===== src/rtl/ps2rx_pkg.sv =====
// Package: shared constants for the PS/2 scan-code receiver.
// Assumes an 8-bit payload framed by start, odd parity and stop bits.
package ps2rx_pkg;
    localparam int unsigned CODE_W     = 8;
    localparam int unsigned FRAME_BITS = CODE_W + 3;
    localparam logic        START_VAL  = 1'b0;
    localparam logic        STOP_VAL   = 1'b1;

    // Captured frame fields after assembly.
    typedef struct packed {
        logic              stop;
        logic              parity;
        logic [CODE_W-1:0] data;
        logic              start;
    } ps2_frame_t;
endpackage


===== src/rtl/ps2_sync_chain.sv =====
// Module: ps2_sync_chain
// Moves one asynchronous level into the clk domain through STAGES flops.
// Assumes STAGES >= 2; the reset value is the idle level of the line.
module ps2_sync_chain #(
    parameter int unsigned STAGES  = 2,
    parameter logic        RST_VAL = 1'b1
) (
    input  logic clk,
    input  logic rst_n,
    input  logic d_async,
    output logic d_sync
);
    logic [STAGES-1:0] chain_q;

    // Shift the raw level through the synchronizer flops.
    always_ff @(posedge clk) begin
        if (!rst_n) chain_q <= {STAGES{RST_VAL}};
        else        chain_q <= {chain_q[STAGES-2:0], d_async};
    end

    assign d_sync = chain_q[STAGES-1];
endmodule


===== src/rtl/ps2_clk_filter.sv =====
// Module: ps2_clk_filter
// Accepts a new keyboard-clock level only after FILT_LEN consecutive
// samples disagree with the current filtered level; emits a one-cycle
// pulse when the filtered level goes from high to low.
// Assumes a synchronized input and FILT_LEN >= 2.
module ps2_clk_filter #(
    parameter int unsigned FILT_LEN = 8
) (
    input  logic clk,
    input  logic rst_n,
    input  logic clk_sync,
    output logic fall_pulse
);
    localparam int unsigned CW = $clog2(FILT_LEN);

    logic          filt_q;
    logic [CW-1:0] run_q;

    // Count disagreeing samples and flip the filtered level once enough agree.
    always_ff @(posedge clk) begin
        if (!rst_n) begin
            filt_q     <= 1'b1;
            run_q      <= '0;
            fall_pulse <= 1'b0;
        end else begin
            fall_pulse <= 1'b0;
            if (clk_sync == filt_q) begin
                run_q <= '0;
            end else if (run_q == CW'(FILT_LEN - 1)) begin
                filt_q     <= clk_sync;
                run_q      <= '0;
                fall_pulse <= filt_q;
            end else begin
                run_q <= run_q + 1'b1;
            end
        end
    end

    // A falling pulse must coincide with a low filtered level that was high before.
    assert_fall_is_edge_R9: assert property (@(posedge clk) disable iff (!rst_n)
        fall_pulse |-> (!filt_q && $past(filt_q)));
endmodule


===== src/rtl/ps2_frame_rx.sv =====
// Module: ps2_frame_rx
// Collects FRAME_BITS samples, one per falling edge, and checks start,
// odd parity and stop. A good frame yields a one-cycle valid pulse with
// the byte. Assumes bits arrive start first, data LSB first.
module ps2_frame_rx
    import ps2rx_pkg::*;
(
    input  logic              clk,
    input  logic              rst_n,
    input  logic              bit_tick,
    input  logic              bit_val,
    output logic              frame_ok,
    output logic [CODE_W-1:0] frame_byte
);
    localparam int unsigned CNT_W = $clog2(FRAME_BITS + 1);

    logic [FRAME_BITS-1:0] shift_q;
    logic [CNT_W-1:0]      count_q;
    logic [FRAME_BITS-1:0] shift_nxt;
    ps2_frame_t            view;
    logic                  last_bit;
    logic                  good;

    // Form the frame as it would look with the present bit shifted in.
    always_comb begin
        shift_nxt = {bit_val, shift_q[FRAME_BITS-1:1]};
        view      = ps2_frame_t'(shift_nxt);
        last_bit  = (count_q == CNT_W'(FRAME_BITS - 1));
        good      = (view.start == START_VAL) && (view.stop == STOP_VAL)
                    && (^{view.data, view.parity} == 1'b1);
    end

    // Shift bits in, wrap the count at frame end and report good frames.
    always_ff @(posedge clk) begin
        if (!rst_n) begin
            shift_q    <= '0;
            count_q    <= '0;
            frame_ok   <= 1'b0;
            frame_byte <= '0;
        end else begin
            frame_ok <= 1'b0;
            if (bit_tick) begin
                shift_q <= shift_nxt;
                if (last_bit) begin
                    count_q <= '0;
                    if (good) begin
                        frame_ok   <= 1'b1;
                        frame_byte <= view.data;
                    end
                end else begin
                    count_q <= count_q + 1'b1;
                end
            end
        end
    end

    // The bit position never passes the last frame slot.
    assert_bitcnt_range_R2: assert property (@(posedge clk) disable iff (!rst_n)
        count_q <= CNT_W'(FRAME_BITS - 1));
    // A valid pulse only follows a sampled bit.
    assert_valid_after_tick_R2: assert property (@(posedge clk) disable iff (!rst_n)
        frame_ok |-> $past(bit_tick));
endmodule


===== src/rtl/ps2_code_hold.sv =====
// Module: ps2_code_hold
// Holds the last good code and a sticky ready flag cleared by a read.
// Assumes capture and read may coincide; capture takes priority.
module ps2_code_hold
    import ps2rx_pkg::*;
(
    input  logic              clk,
    input  logic              rst_n,
    input  logic              cap_en,
    input  logic [CODE_W-1:0] cap_byte,
    input  logic              rd_strobe,
    output logic [CODE_W-1:0] code_q,
    output logic              ready_q
);
    // Latch new codes and manage the ready handshake.
    always_ff @(posedge clk) begin
        if (!rst_n) begin
            code_q  <= '0;
            ready_q <= 1'b0;
        end else if (cap_en) begin
            code_q  <= cap_byte;
            ready_q <= 1'b1;
        end else if (rd_strobe) begin
            ready_q <= 1'b0;
        end
    end

    assert_capture_sets_ready_R2: assert property (@(posedge clk) disable iff (!rst_n)
        cap_en |=> (ready_q && code_q == $past(cap_byte)));
    assert_read_clears_R6: assert property (@(posedge clk) disable iff (!rst_n)
        (rd_strobe && !cap_en) |=> (!ready_q && $stable(code_q)));
    assert_hold_steady_R10: assert property (@(posedge clk) disable iff (!rst_n)
        (!cap_en && !rd_strobe) |=> ($stable(ready_q) && $stable(code_q)));
endmodule


===== src/rtl/ps2_scan_receiver.sv =====
// Module: ps2_scan_receiver (top)
// Receives PS/2 keyboard frames and presents each good byte with a
// sticky ready flag. Clock line: synchronized then filtered; data line:
// synchronized and sampled on the filtered falling edge.
// Assumes the system clock is far faster than the keyboard clock.
module ps2_scan_receiver #(
    parameter int unsigned SYNC_STAGES = 2,
    parameter int unsigned FILT_LEN    = 8
) (
    input  logic       clk,
    input  logic       rst_n,
    input  logic       ps2_clk_in,
    input  logic       ps2_dat_in,
    input  logic       rd_strobe,
    output logic [7:0] scan_code,
    output logic       code_ready
);
    import ps2rx_pkg::*;

    logic              kclk_s;
    logic              kdat_s;
    logic              fall_tick;
    logic              frm_ok;
    logic [CODE_W-1:0] frm_byte;

    ps2_sync_chain #(.STAGES(SYNC_STAGES), .RST_VAL(1'b1)) u_sync_clk (
        .clk(clk), .rst_n(rst_n), .d_async(ps2_clk_in), .d_sync(kclk_s));

    ps2_sync_chain #(.STAGES(SYNC_STAGES), .RST_VAL(1'b1)) u_sync_dat (
        .clk(clk), .rst_n(rst_n), .d_async(ps2_dat_in), .d_sync(kdat_s));

    ps2_clk_filter #(.FILT_LEN(FILT_LEN)) u_filter (
        .clk(clk), .rst_n(rst_n), .clk_sync(kclk_s), .fall_pulse(fall_tick));

    ps2_frame_rx u_frame (
        .clk(clk), .rst_n(rst_n), .bit_tick(fall_tick), .bit_val(kdat_s),
        .frame_ok(frm_ok), .frame_byte(frm_byte));

    ps2_code_hold u_hold (
        .clk(clk), .rst_n(rst_n), .cap_en(frm_ok), .cap_byte(frm_byte),
        .rd_strobe(rd_strobe), .code_q(scan_code), .ready_q(code_ready));

    // Capture wins over a simultaneous read.
    assert_collide_capture_R11: assert property (@(posedge clk) disable iff (!rst_n)
        (frm_ok && rd_strobe) |=> code_ready);
endmodule


===== config.mk =====
export PLATFORM = sky130hd
export DESIGN_NAME = ps2_scan_receiver
export DESIGN_NICKNAME = d
export VERILOG_FILES = /design/src/rtl/ps2rx_pkg.sv /design/src/rtl/ps2_sync_chain.sv /design/src/rtl/ps2_clk_filter.sv /design/src/rtl/ps2_frame_rx.sv /design/src/rtl/ps2_code_hold.sv /design/src/rtl/ps2_scan_receiver.sv
export SDC_FILE = /design/constraint.sdc
export NUM_CORES = 1
export LEC_CHECK = 0
export ABC_AREA = 0
export BUFFER_PORTS_ARGS = -buffer_cell sky130_fd_sc_hd__buf_2
export CORE_MARGIN = 4
export CORE_UTILIZATION = 58
export CTS_CLUSTER_SIZE = 30
export DETAILED_ROUTE_END_ITERATION = 12
export HOLD_SLACK_MARGIN = 0.05
export PLACE_DENSITY = 0.82
export SLEW_MARGIN = 20
export SYNTH_ARGS = -nofsm -noshare
export SYNTH_HDL_FRONTEND = slang
export SYNTH_HIERARCHICAL = 1
export SYNTH_SLANG_ARGS = --single-unit

===== constraint.sdc =====
create_clock -name clk -period 4.8 [get_ports clk]
set_input_delay 0.72 -clock clk [delete_from_list [all_inputs] [get_ports clk]]
set_output_delay 0.72 -clock clk [all_outputs]
set_load 0.05 [all_outputs]

==> out/qor.yml <==
place_area_um2: 1693
place_congestion: 0.7516
rows: 18
cp_num_buf_inv: 0
clkTransAtPathRegs_ns: 0.11
synth-seq-cells: 41
synth-main-ff-cell: "dfxtp_1"
fillers: 218
cp.required_ns: 5.01
die_w_um: 60.86
initial_core_util: 0.6311
status: "finished clean"
first_pass_iters: 4
area_delta_synth_final_pct: 7.877
fin_setup_tns_ns: 0
detail_route.wl_per_cell_um: 13.01
setup_viol: 0
coreArea_um2: 2567
die_h_um: 60.86
finalHoldViolations: 0
cts_setup_buffers: 0
avgViaCountPerCell: 5.179
yosys_warnings: 6
cap_viol_max_count: 0
slew_violations: 0
fin_crit_sh: 0.3870
drt_wl_total_um: 2549
grt_max_degree: 35
synth.distinct_cells: 27
cts_buffers: 5
cts.repair.resized: 0
rsz0062_at_grt: "no"
gr-total-overflow: 0
crit_path_start_kind: "register"
min_from: "u_sync_dat/chain_q[0]$_SDFF_PN1_"
worstPathArrival_ns: 2.07
crit_chain: "nand3b_1 > nor3_2 > mux2i_4 > mux2i_1"
final.min_clock_period_ns: 1.858
io_buffers: 13
slew_headroom: 0.5015
io_pins: 14
avgSynthCellArea_um2: 10.73
antenna_found_initial: 0
grt_pass1_wl_um: 4353
syn_inst: 151
cp_slowest_cell: "dfxtp_1"
yosysSeqAreaShare: 0.5066
clockRootBuffer: "clkbuf_4"
cp_max_fo: 16
synth.cell_area_um2: 1620
vdd_drop_max_mv: 0.2447
holdWs_ns: 0.4334
hold_depth: 1
r2r_cells: 4
cts_tree: "yes"
pwr_density_cell_nw_per_um2: 294.2
critPathTopFamily: "flip-flops"
layout.nets: 172
postRouteAntennaNets: 0
clk_latency_ns: 0.34
critPathKind: "reg2reg"
cpPeakStageDelay_ns: 0.82
dieArea_um2: 3703
async_flop_share: 0
r2r_end: "u_frame/frame_byte[6]$_SDFFE_PN0P_"
syn_nets: 158
stdcell_area_um2: 1748
whs_endpoint: "u_sync_dat/chain_q[1]$_SDFF_PN1_"
skew_ns: 0.01277
vias: 1015
fin_cells: 196
n_antenna_cell: 0
clock-sinks: 41
drt_iter0_drc: 18
cts_buffer_depth: 2
r2r-start: "u_filter/fall_pulse$_SDFF_PP0_"
cts_hold_buf: 0
rrSetupSlack_ns: 2.94
route.detailed.drc: 0
synth-edff-count: 0
worstMarginPinSlew_ns: 0.7467
drive_gt1_frac: 0.1506
htree_levels: 2
timing.fmax_mhz: 538.3
hp-class: "reg2reg"
track_usage: 0.1629
dpl.cell_count: 188
grt_pass1_vias: 974
finalPower_mw: 0.5142
detailed_place_hpwl_um: 1804
power_leakage_nw: 0.7143
endpoint_kind: "register"
## cell type report
class | instances | area [µm²] | area share
tap | 30 | 37.54 | 0.02147
inverter | 1 | 3.754 | 0.002147
sequential | 41 | 820.8 | 0.4696
clock buffer | 5 | 37.54 | 0.02147
clock inverter | 3 | 17.52 | 0.01002
timing repair buffer | 13 | 65.06 | 0.03722
multi-input combinational | 103 | 765.7 | 0.4381
## layout by cell type, fill, tap and decap left out, types with 2 or more instances in the layout
cell type,instances
nor2_1,12
o21ai_0,3
xor2_1,4
and3_1,3
nand2_1,19
clkbuf_4,5
clkinv_2,2
ha_1,2
buf_2,13
a21oi_1,2
mux2i_1,27
nand2b_1,4
xnor2_1,2
nor2b_1,12
dfxtp_1,41
nand3b_1,2
## cells in the mapped netlist (all sizes together), types with 3 or more instances
| master | count | area, µm² |
|---|---|---|
| and3 | 3 | 18.77 |
| clkbuf | 5 | 18.77 |
| dfxtp | 41 | 820.8 |
| mux2i | 28 | 292.8 |
| nand2 | 19 | 71.32 |
| nand2b | 4 | 25.02 |
| nor2 | 12 | 45.04 |
| nor2b | 12 | 75.07 |
| o21ai | 3 | 15.01 |
| xor2 | 4 | 35.03 |
## logic make-up after synthesis
| logic type | Yosys count | share of synthesized area |
|---|---|---|
| AND/OR/NAND/NOR | 59 | 0.1954 |
| flip-flops | 41 | 0.5066 |
| multiplexers | 28 | 0.1807 |
| XOR/XNOR | 8 | 0.06100 |
| buffers and inverters | 7 | 0.02085 |
| AO/OA/AOI/OAI | 6 | 0.02008 |
| adder cells (fa/ha/maj) | 2 | 0.01544 |
## per-stage QoR
step / setup slack, ns / utilization
after detailed placement: 2.956 / 0.6594
after global routing: 2.800 / 0.6808
after global placement: 3.036 / 0.6594
final: 2.942 / 0.6808
after CTS: 2.944 / 0.6808
after floorplan: 3.210 / -
## sequential cells by signal (all words and copies together) (netlist names), 2 cells and up
register / count
u_sync_clk/chain_q: 2
u_frame/shift_q: 10
u_frame/count_q: 4
u_hold/code_q: 8
u_sync_dat/chain_q: 2
u_filter/run_q: 3
u_frame/frame_byte: 8
## layer usage
metal / GRT usage / share of wire / up-vias
li1: - / - / 531
met4: 0.07430 / 0.014 / 0
met5: 0 / 0 / -
met2: 0.2718 / 0.49 / 13
met1: 0.1947 / 0.46 / 466
met3: 0.04468 / 0.037 / 5
## where the power goes
group	leakage (nW)	internal, mW	switching [mW]	total (mW)
sequential	0.331	0.342	0.000752	0.343
clock	0.0310	0.0553	0.106	0.162
combinational	0.352	0.00353	0.00633	0.00986
## worst max path at each step
stage                                     from                                 end  slack [ns]  cells after the start
2_1_floorplan  u_frame/count_q[0]$_SDFFE_PN0P_  u_frame/frame_byte[0]$_SDFFE_PN0P_        3.21                      4
3_3_place_gp    u_filter/fall_pulse$_SDFF_PP0_  u_frame/frame_byte[0]$_SDFFE_PN0P_        3.04                      4
3_5_place_dp    u_filter/fall_pulse$_SDFF_PP0_  u_frame/frame_byte[4]$_SDFFE_PN0P_        2.96                      4
4_1_cts         u_filter/fall_pulse$_SDFF_PP0_  u_frame/frame_byte[4]$_SDFFE_PN0P_        2.94                      4
5_1_grt         u_filter/fall_pulse$_SDFF_PP0_  u_frame/frame_byte[5]$_SDFFE_PN0P_        2.80                      4
6_report        u_filter/fall_pulse$_SDFF_PP0_  u_frame/frame_byte[6]$_SDFFE_PN0P_        2.94                      4
No activity file was read; power rests on OpenSTA's default activity.
